File: src/rtl/fdc_glue_pkg.sv
package fdc_glue_pkg;

    localparam int DW    = 8;
    localparam int SEL_W = 2;

    // control port bit positions
    localparam int B_MOTOR_B = 5;
    localparam int B_MOTOR_A = 4;
    localparam int B_DMA_EN  = 3;
    localparam int B_SOFT_N  = 2;
    // pin reset port bit position
    localparam int B_PIN     = 6;
    // readback flag position for request and interrupt ports
    localparam int B_FLAG    = 6;

    typedef struct packed {
        logic rd_dma;
        logic rd_dma_last;
        logic rd_drq;
        logic rd_irq;
        logic rd_stat;
        logic rd_data;
        logic rd_chg;
        logic wr_ctrl;
        logic wr_pin;
        logic wr_data;
    } port_hits_t;

    typedef struct packed {
        logic             motor_b;
        logic             motor_a;
        logic             dma_en;
        logic [SEL_W-1:0] drv_sel;
        logic             soft_pend;
        logic             pin_pend;
        logic             irq;
        logic             soft_pulse;
        logic             hard_pulse;
    } ctrl_state_t;

endpackage

File: src/rtl/fdc_glue_decode.sv
module fdc_glue_decode
    import fdc_glue_pkg::*;
#(
    parameter int          AW       = 8,
    parameter logic [AW-1:0] OFS_DMA  = 8'h80,
    parameter logic [AW-1:0] OFS_TC   = 8'h88,
    parameter logic [AW-1:0] OFS_CTRL = 8'h90,
    parameter logic [AW-1:0] OFS_IRQ  = 8'h98,
    parameter logic [AW-1:0] OFS_STAT = 8'hA0,
    parameter logic [AW-1:0] OFS_DATA = 8'hA8,
    parameter logic [AW-1:0] OFS_CHG  = 8'hB8
) (
    input  logic          clk,
    input  logic          rst_n,
    input  logic          sel,
    input  logic          rd,
    input  logic          wr,
    input  logic [AW-1:0] addr,
    output port_hits_t    hits
);

    localparam int N_RD = 7;
    localparam int N_WR = 3;

    logic rd_en, wr_en;
    assign rd_en = sel && rd;
    assign wr_en = sel && wr;

    always_comb begin
        hits             = '0;
        hits.rd_dma      = rd_en && (addr == OFS_DMA || addr == OFS_TC);
        hits.rd_dma_last = rd_en && (addr == OFS_TC);
        hits.rd_drq      = rd_en && (addr == OFS_CTRL);
        hits.rd_irq      = rd_en && (addr == OFS_IRQ);
        hits.rd_stat     = rd_en && (addr == OFS_STAT);
        hits.rd_data     = rd_en && (addr == OFS_DATA);
        hits.rd_chg      = rd_en && (addr == OFS_CHG);
        hits.wr_ctrl     = wr_en && (addr == OFS_CTRL);
        hits.wr_pin      = wr_en && (addr == OFS_STAT);
        hits.wr_data     = wr_en && (addr == OFS_DATA);
    end

    logic [N_RD-1:0] rd_vec;
    logic [N_WR-1:0] wr_vec;
    assign rd_vec = {hits.rd_dma, hits.rd_drq, hits.rd_irq, hits.rd_stat,
                     hits.rd_data, hits.rd_chg, 1'b0};
    assign wr_vec = {hits.wr_ctrl, hits.wr_pin, hits.wr_data};

    // at most one read port and one write port per access
    p_one_read_port_r1: assert property (@(posedge clk) disable iff (!rst_n)
        $onehot0(rd_vec));
    p_one_write_port_r1: assert property (@(posedge clk) disable iff (!rst_n)
        $onehot0(wr_vec));
    // terminal-count read is always a DMA read
    p_last_is_dma_r2: assert property (@(posedge clk) disable iff (!rst_n)
        hits.rd_dma_last |-> hits.rd_dma);

endmodule

File: src/rtl/fdc_glue_ctrl.sv
module fdc_glue_ctrl
    import fdc_glue_pkg::*;
(
    input  logic          clk,
    input  logic          rst_n,
    input  logic          wr_ctrl,
    input  logic          wr_pin,
    input  logic [DW-1:0] wdata,
    output ctrl_state_t   st
);

    ctrl_state_t st_d, st_q;

    always_comb begin
        st_d            = st_q;
        st_d.soft_pulse = 1'b0;
        st_d.hard_pulse = 1'b0;

        if (wr_ctrl) begin
            st_d.motor_b = wdata[B_MOTOR_B];
            st_d.motor_a = wdata[B_MOTOR_A];
            st_d.dma_en  = wdata[B_DMA_EN];
            st_d.drv_sel = wdata[SEL_W-1:0];
            if (wdata[B_SOFT_N]) begin
                if (st_q.soft_pend) begin
                    st_d.soft_pend  = 1'b0;
                    st_d.soft_pulse = 1'b1;
                    st_d.irq        = (wdata[SEL_W-1:0] == '0);
                end
            end else if (!st_q.soft_pend) begin
                st_d.soft_pend = 1'b1;
                st_d.irq       = 1'b0;
            end
        end

        if (wr_pin) begin
            if (wdata[B_PIN]) begin
                if (!st_q.pin_pend) begin
                    st_d.pin_pend = 1'b1;
                    st_d.irq      = 1'b0;
                end
            end else if (st_q.pin_pend) begin
                st_d.pin_pend   = 1'b0;
                st_d.hard_pulse = 1'b1;
                st_d.motor_a    = 1'b0;
                st_d.motor_b    = 1'b0;
                st_d.dma_en     = 1'b0;
                st_d.drv_sel    = '0;
            end
        end
    end

    always_ff @(posedge clk) begin
        if (!rst_n) st_q <= '0;
        else        st_q <= st_d;
    end

    assign st = st_q;

    // entering soft reset leaves the interrupt clear
    p_soft_entry_clears_irq_r4: assert property (@(posedge clk) disable iff (!rst_n)
        $rose(st_q.soft_pend) |-> !st_q.irq);
    // interrupt only rises on a soft reset release with drive 0
    p_irq_rise_drive0_r5: assert property (@(posedge clk) disable iff (!rst_n)
        $rose(st_q.irq) |-> (st_q.soft_pulse && st_q.drv_sel == '0));
    // soft reset pulse lasts one cycle
    p_soft_pulse_single_r5: assert property (@(posedge clk) disable iff (!rst_n)
        st_q.soft_pulse |=> !st_q.soft_pulse);
    // entering pin reset leaves the interrupt clear
    p_pin_entry_clears_irq_r6: assert property (@(posedge clk) disable iff (!rst_n)
        $rose(st_q.pin_pend) |-> !st_q.irq);
    // hard reset pulse comes with cleared control fields and released pin
    p_hard_clears_fields_r7: assert property (@(posedge clk) disable iff (!rst_n)
        st_q.hard_pulse |-> (!st_q.motor_a && !st_q.motor_b && !st_q.dma_en
                             && st_q.drv_sel == '0 && !st_q.pin_pend));
    p_hard_follows_pin_r7: assert property (@(posedge clk) disable iff (!rst_n)
        st_q.hard_pulse |-> $fell(st_q.pin_pend));

endmodule

File: src/rtl/fdc_glue_rdmux.sv
module fdc_glue_rdmux
    import fdc_glue_pkg::*;
(
    input  port_hits_t    hits,
    input  logic          irq,
    input  logic [DW-1:0] core_status,
    input  logic [DW-1:0] core_rdata,
    input  logic [DW-1:0] dma_byte,
    output logic [DW-1:0] rdata,
    output logic          rd_hit
);

    localparam logic [DW-1:0] FLAG = DW'(1) << B_FLAG;

    always_comb begin
        rdata = '0;
        unique case (1'b1)
            hits.rd_dma:  rdata = dma_byte;
            hits.rd_drq:  rdata = FLAG;
            hits.rd_irq:  rdata = irq ? FLAG : '0;
            hits.rd_stat: rdata = core_status;
            hits.rd_data: rdata = core_rdata;
            default:      rdata = '0;
        endcase
    end

    assign rd_hit = hits.rd_dma | hits.rd_drq | hits.rd_irq | hits.rd_stat
                  | hits.rd_data | hits.rd_chg;

endmodule

File: src/rtl/fdc_port_glue.sv
module fdc_port_glue
    import fdc_glue_pkg::*;
(
    input  logic         clk,
    input  logic         rst_n,
    input  logic         bus_sel,
    input  logic         bus_wr,
    input  logic         bus_rd,
    input  logic [7:0]   bus_addr,
    input  logic [7:0]   bus_wdata,
    output logic [7:0]   bus_rdata,
    output logic         bus_rd_hit,
    input  logic [7:0]   core_status,
    input  logic [7:0]   core_rdata,
    input  logic [7:0]   dma_byte,
    output logic         core_data_wr,
    output logic         core_data_rd,
    output logic [7:0]   core_wdata,
    output logic         dma_ack,
    output logic         dma_last,
    output logic         core_soft_rst,
    output logic         core_hard_rst,
    output logic         core_pin_reset,
    output logic         motor_a,
    output logic         motor_b,
    output logic         dma_int_en,
    output logic [1:0]   drive_sel,
    output logic         irq
);

    port_hits_t  hits;
    ctrl_state_t st;

    fdc_glue_decode #(.AW(8)) u_decode (
        .clk  (clk),
        .rst_n(rst_n),
        .sel  (bus_sel),
        .rd   (bus_rd),
        .wr   (bus_wr),
        .addr (bus_addr),
        .hits (hits)
    );

    fdc_glue_ctrl u_ctrl (
        .clk    (clk),
        .rst_n  (rst_n),
        .wr_ctrl(hits.wr_ctrl),
        .wr_pin (hits.wr_pin),
        .wdata  (bus_wdata),
        .st     (st)
    );

    fdc_glue_rdmux u_rdmux (
        .hits       (hits),
        .irq        (st.irq),
        .core_status(core_status),
        .core_rdata (core_rdata),
        .dma_byte   (dma_byte),
        .rdata      (bus_rdata),
        .rd_hit     (bus_rd_hit)
    );

    assign core_data_wr   = hits.wr_data;
    assign core_data_rd   = hits.rd_data;
    assign core_wdata     = bus_wdata;
    assign dma_ack        = hits.rd_dma;
    assign dma_last       = hits.rd_dma_last;
    assign core_soft_rst  = st.soft_pulse;
    assign core_hard_rst  = st.hard_pulse;
    assign core_pin_reset = st.pin_pend;
    assign motor_a        = st.motor_a;
    assign motor_b        = st.motor_b;
    assign dma_int_en     = st.dma_en;
    assign drive_sel      = st.drv_sel;
    assign irq            = st.irq;

    // no reset pulse while the system reset is applied
    p_no_pulse_in_reset_r9: assert property (@(posedge clk)
        !rst_n |=> (!core_soft_rst && !core_hard_rst));
    // core data strobes never overlap
    p_data_strobes_excl_r2: assert property (@(posedge clk) disable iff (!rst_n)
        !(core_data_wr && core_data_rd) || (bus_wr && bus_rd));

endmodule

File: config.mk
export PLATFORM = sky130hd
export DESIGN_NAME = fdc_port_glue
export DESIGN_NICKNAME = d
export VERILOG_FILES = /design/src/rtl/fdc_glue_pkg.sv /design/src/rtl/fdc_glue_decode.sv /design/src/rtl/fdc_glue_ctrl.sv /design/src/rtl/fdc_glue_rdmux.sv /design/src/rtl/fdc_port_glue.sv
export SDC_FILE = /design/constraint.sdc
export NUM_CORES = 1
export LEC_CHECK = 0
export BUFFER_PORTS_ARGS = -buffer_cell sky130_fd_sc_hd__buf_2
export CAP_MARGIN = 20
export CORE_MARGIN = 2
export CORE_UTILIZATION = 33
export CTS_BUF_LIST = sky130_fd_sc_hd__clkbuf_4
export DETAILED_ROUTE_END_ITERATION = 10
export PLACE_DENSITY = 0.77
export RECOVER_POWER = 25
export SETUP_SLACK_MARGIN = 0.4
export SYNTH_ARGS = -nofsm -noshare
export SYNTH_HDL_FRONTEND = slang
export SYNTH_SLANG_ARGS = --single-unit
File: constraint.sdc
create_clock -name clk -period 1.1 [get_ports clk]
set_input_delay 0.055 -clock clk [delete_from_list [all_inputs] [get_ports clk]]
set_output_delay 0.055 -clock clk [all_outputs]
set_load 0.01 [all_outputs]
== Word-level counts from Yosys, hierarchy flattened ==
Index checks and enable logic that the tools add are counted.
Word-level totals
  flip-flop bits (word level): 10
  latch bits: 0
  bits in writable memories: 0
  ROM bits: 0
  bits of input ports: 45
  word-level logic and storage cells: 56
  memories kept: 0
Operators by class
  add/subtract/negate cells: 0
  $mul: 0
  div/mod/pow operators: 0
  order comparisons: 0
  equal/unequal tests: 7
  shifts and indexed selects: 0
  muxes and demuxes: 17
  bitwise logic cells: 7
  reduce and logical (&&, ||, !) cells: 16
Operator list (count)
  == test 8 bit (second input constant): 7
  one-hot mux 8 bit (5 select lines): 1
  two-way mux 5 bit: 3
  logical AND 1 bit: 12
  two-way mux 1 bit: 9
  two-way mux 7 bit: 1
  two-way mux 6 bit: 1
  bitwise OR 1 bit: 5
  two-way mux 2 bit: 2
  AND reduction 3 bit: 1
  OR reduction 3 bit: 1
  zero test 2 bit: 1
  inverter 1 bit: 2
  logical OR 1 bit: 1

== Depth between registers and ports, before layout ==
  depth after elaboration: 8
  depth in mapped cells: 5
  gate-level depth less buffers: 4

== Cells and area by module ==
Synthesis repeated with hierarchy kept, for this count alone.
Unflattened totals
  cell total of the unflattened synthesis: 91
  area total of the unflattened synthesis: 742.0 sq um
By module, submodules not included
  fdc_glue_ctrl: instances 1, cells an instance 41, area an instance 379.1 sq um, seq. area each 200.2 sq um
  fdc_glue_rdmux: instances 1, cells an instance 23, area an instance 156.4 sq um, seq. area each 0.0 sq um
  fdc_glue_decode: instances 1, cells an instance 19, area an instance 146.4 sq um, seq. area each 0.0 sq um
  fdc_port_glue: instances 1, cells an instance 8, area an instance 60.1 sq um, seq. area each 0.0 sq um

== Least setup slack after synthesis ==
OpenSTA, ideal clock, no wires.
  path kind: input -> register
  start: input port bus_addr[2]
  end: register u_ctrl.st_q (netlist bit u_ctrl.st[2])
  setup time: 0.130 ns
  data arrival time: 0.994 ns
  path slack: -0.024 ns
  stages: 4
  path through: nor4b_4 -> nand3_2 -> o21ai_0 -> a311oi_1
Between the ends
  word-level cells in the longest chain between the ends: 6
  elaborated cells on any way between the ends: 8
  those cells by class: eq/ne: 2; mux: 4; reduce/logical: 2
Ends and longest elaborated chain
  start, declared: RTL line fdc_port_glue.sv:9  | input logic [7:0] bus_addr,
  == test 8 bit: RTL line fdc_glue_decode.sv:38  | hits.wr_ctrl = wr_en && (addr == OFS_CTRL);
  logical AND 1 bit: RTL line fdc_glue_decode.sv:38
  two-way mux 2 bit: RTL line fdc_glue_ctrl.sv:19  | if (wr_ctrl) begin
  two-way mux 1 bit: RTL line fdc_glue_ctrl.sv:38  | if (!st_q.pin_pend) begin
  two-way mux 1 bit: RTL line fdc_glue_ctrl.sv:37  | if (wdata[B_PIN]) begin
  two-way mux 1 bit *: RTL line fdc_glue_ctrl.sv:36  | if (wr_pin) begin
  end signal, assigned: RTL line fdc_glue_ctrl.sv:55  | else st_q <= st_d;
  end, declared: RTL line fdc_glue_ctrl.sv:12  | ctrl_state_t st_d, st_q;
Every way passes the cells marked *; elsewhere a longest branch is shown, timed or not.
A chain may end at the register's enable or synchronous reset.

== Worst setup path after layout ==
  start: input port bus_addr[0]
  end: output port bus_rdata[4]
Between the ends
  word-level cells in the longest chain between the ends: 4
  elaborated cells on any way between the ends: 13
  those cells by class: eq/ne: 6; mux: 1; reduce/logical: 6
Ends and longest elaborated chain
  == test 8 bit: RTL line fdc_glue_decode.sv:31  | hits.rd_dma = rd_en && (addr == OFS_DMA || addr == OFS_TC);
  logical OR 1 bit: RTL line fdc_glue_decode.sv:31
  logical AND 1 bit: RTL line fdc_glue_decode.sv:31
  one-hot mux 8 bit (5 select lines) *: RTL line fdc_glue_rdmux.sv:17  | unique case (1'b1)
  end, declared: RTL line fdc_port_glue.sv:11  | output logic [7:0] bus_rdata,
Marked as above.

==> impl_metrics.toml <==
[synthesis]
syn_area_um2 = 777
synth_cells = 88
synth_area_leaders = "dfxtp_1 26%, buf_4 11%, mux2i_1 10%"
async_reset_ff_frac = 0
seq_area_frac_synth = 0.258
synthDistinctLibCells = 29
synth_top_area_frac = 0.258
synth_edf_count = 0
synthesis.nets = 133
ys_warn_count = 0
yosysTopAreaCell = "dfxtp_1"
synth_ff_type = "dfxtp_1"
syn_avg_cell_area_um2 = 8.83
ys_ff_latch = 10

[clock_tree]
clkSinkCount = 10
cts_root_buf = "clkbuf_4"
h-tree-depth = 1
clk_pin_slew_ps = 60
cts_buffers = 3
clock_latency_ps = 260
cts.path.max_buffers = 2
holdBufCountCts = 0
cts_tree = "built"

[final_layout]
fillCellCount = 174
multi_input_area_um2 = 518
syn2layout_area_growth_pct = 87.4
layout-drive-gt1-share = 0.686
largest_register_ffs = 10
final_area_mm2 = 0.00146
seqCellArea_um2 = 211
num-nets-final = 215

[routing]
routed_via_density = 5.13
drc_errors = 0
wl_mm = 3.00
vias = 1015
firstDrtPassIters = 6
drtIter0Drc = 29
wl_per_cell_um = 15.2
antenna_left = 0

[placement]
gp_routability_congestion = 0.771
io_buffers = 72
dp_hpwl_mm = 2.06
post_dp_cell_area_mm2 = 0.00117
place_ws_ps = -224

[pwr]
finalPower_mw = 0.835
p_leak_nw = 0.795
cellPowerDensity_mw_per_mm2 = 573
vdd_drop_max_mv = 0.708

[global_routing]
grt-ovfl-total = 0
grt_max_degree = 9
grt_pass1_vias = 903
grt_first_pass_wirelength_mm = 4.00
grt_usage = 0.195
antenna_found_initial = 1

[critical_path]
crit_fanout = 7
cp-start-kind = "input pin"
end_kind = "output port"
regToRegSetupSlack_ps = 70
regToRegStartpoint = "u_ctrl.st[4]$_SDFFE_PN0P_"
arrival_ps = 1160
crit_end = "bus_rdata[4]"
crit_path_start = "bus_addr[0]"
r2r_cells = 4
reg2reg_to = "u_ctrl.st[2]$_SDFF_PN0_"
required_ps = 1040
setup.worst_path.class = "in -> out"

[sta]
holdWs_ps = 43.1
setup_ws_ps = -119
worstMarginPinSlew_ps = 363
skew_ps = 4.08
max-slew-margin-rel = 0.757
finalHoldViolations = 0
fmax_ghz = 0.821
slew_viol_final = 0
grt_setup_unrepaired = "yes"
fin_crit_ps = 1220
finalSetupTns_ps = -1110
setup_viol = 17
period_share = 1.11

[floorplanning]
io_pins = 75
row_count = 17
start_util = 0.351
core_area_mm2 = 0.00221
dieHeight_um = 52.5
dieArea_mm2 = 0.00276
die_w_um = 52.5

[flow_run]
cap_violations = 0

[run_status]
violations = "setup timing"
outcome = "finished, violations left"

[worst_hold_path]
hold_path_class = "in -> reg"
-- worst max-delay path: stages --
cell and delay [ps]:
buf_6 100, nor4b_4 300, buf_4 160, and4_4 250, a222oi_1 90, inv_1 70, buf_2 120
-- cell families after synthesis --
group           share of synthesized area
flops                               0.258
mux                                 0.103
compound gates                      0.145
buf+inv                             0.176
simple gates                        0.319
-- how the worst min path moves through the flow --
stage,from,slack (ps),to,cells past startpoint
2_1_floorplan,bus_wdata[6],200,u_ctrl.st[3]$_SDFFE_PN0N_,2
3_3_place_gp,bus_wdata[7],110,core_wdata[7],0
3_5_place_dp,bus_wdata[7],110,core_wdata[7],0
4_1_cts,bus_wdata[5],30,u_ctrl.st[9]$_SDFF_PN0_,3
5_1_grt,bus_wdata[4],80,u_ctrl.st[8]$_SDFF_PN0_,3
6_report,bus_wdata[5],40,u_ctrl.st[9]$_SDFF_PN0_,3
-- power breakdown --
part	switching (mW)	internal (mW)	total, mW
sequential	0.000124	0.362	0.362
clock	0.128	0.131	0.258
combinational	0.0982	0.116	0.215
total	0.226	0.609	0.835
-- area by class of cell --
type	count	share of cell area
timing repair buffer	89	0.430
multi-input combinational	56	0.356
clock buffer	3	0.0155
antenna	1	0.00172
inverter	10	0.0258
sequential	10	0.145
tap	28	0.0241
clock inverter	1	0.00258
-- cell usage after synthesis, types with 3 or more instances --
| cell | instances |
|---|---|
| nor3_1 | 3 |
| mux2i_1 | 8 |
| nor2b_1 | 6 |
| and4_2 | 3 |
| a222oi_1 | 7 |
| nor2_1 | 8 |
| buf_4 | 11 |
| dfxtp_1 | 10 |
| inv_1 | 10 |
| nand3_1 | 3 |
-- what timing repair did --
item / CTS / global route
gates resized for setup: 35 / 10
setup endpoints to repair: 32 / 32
pin swaps: 12 / 2
buffers inserted: 6 / 2
cloned: 1 / 0
-- per-layer routing --
layer,track usage,share of wire
met1,0.210,0.36
met2,0.363,0.52
met3,0.0343,0.095
met4,0.0855,0.025
met5,0,0
-- metrics by stage --
step / util / instances
floorplan: - / 88
global placement: 0.528 / 184
detailed placement: 0.528 / 184
CTS: 0.629 / 195
global route: 0.658 / 198
finish: 0.658 / 198
-- cells in the final DEF (no fill, tap or decap), types with 2 or more instances in the layout --
cell and count:
a222oi_1 7, and4_4 4, buf_2 49, buf_4 13, buf_6 22, clkbuf_1 4
clkbuf_4 3, dfxtp_2 9, inv_1 10, mux2i_1 7, nand3_1 2, nor2_1 8
nor2b_1 5
No activity file was read; power rests on OpenSTA's default activity.
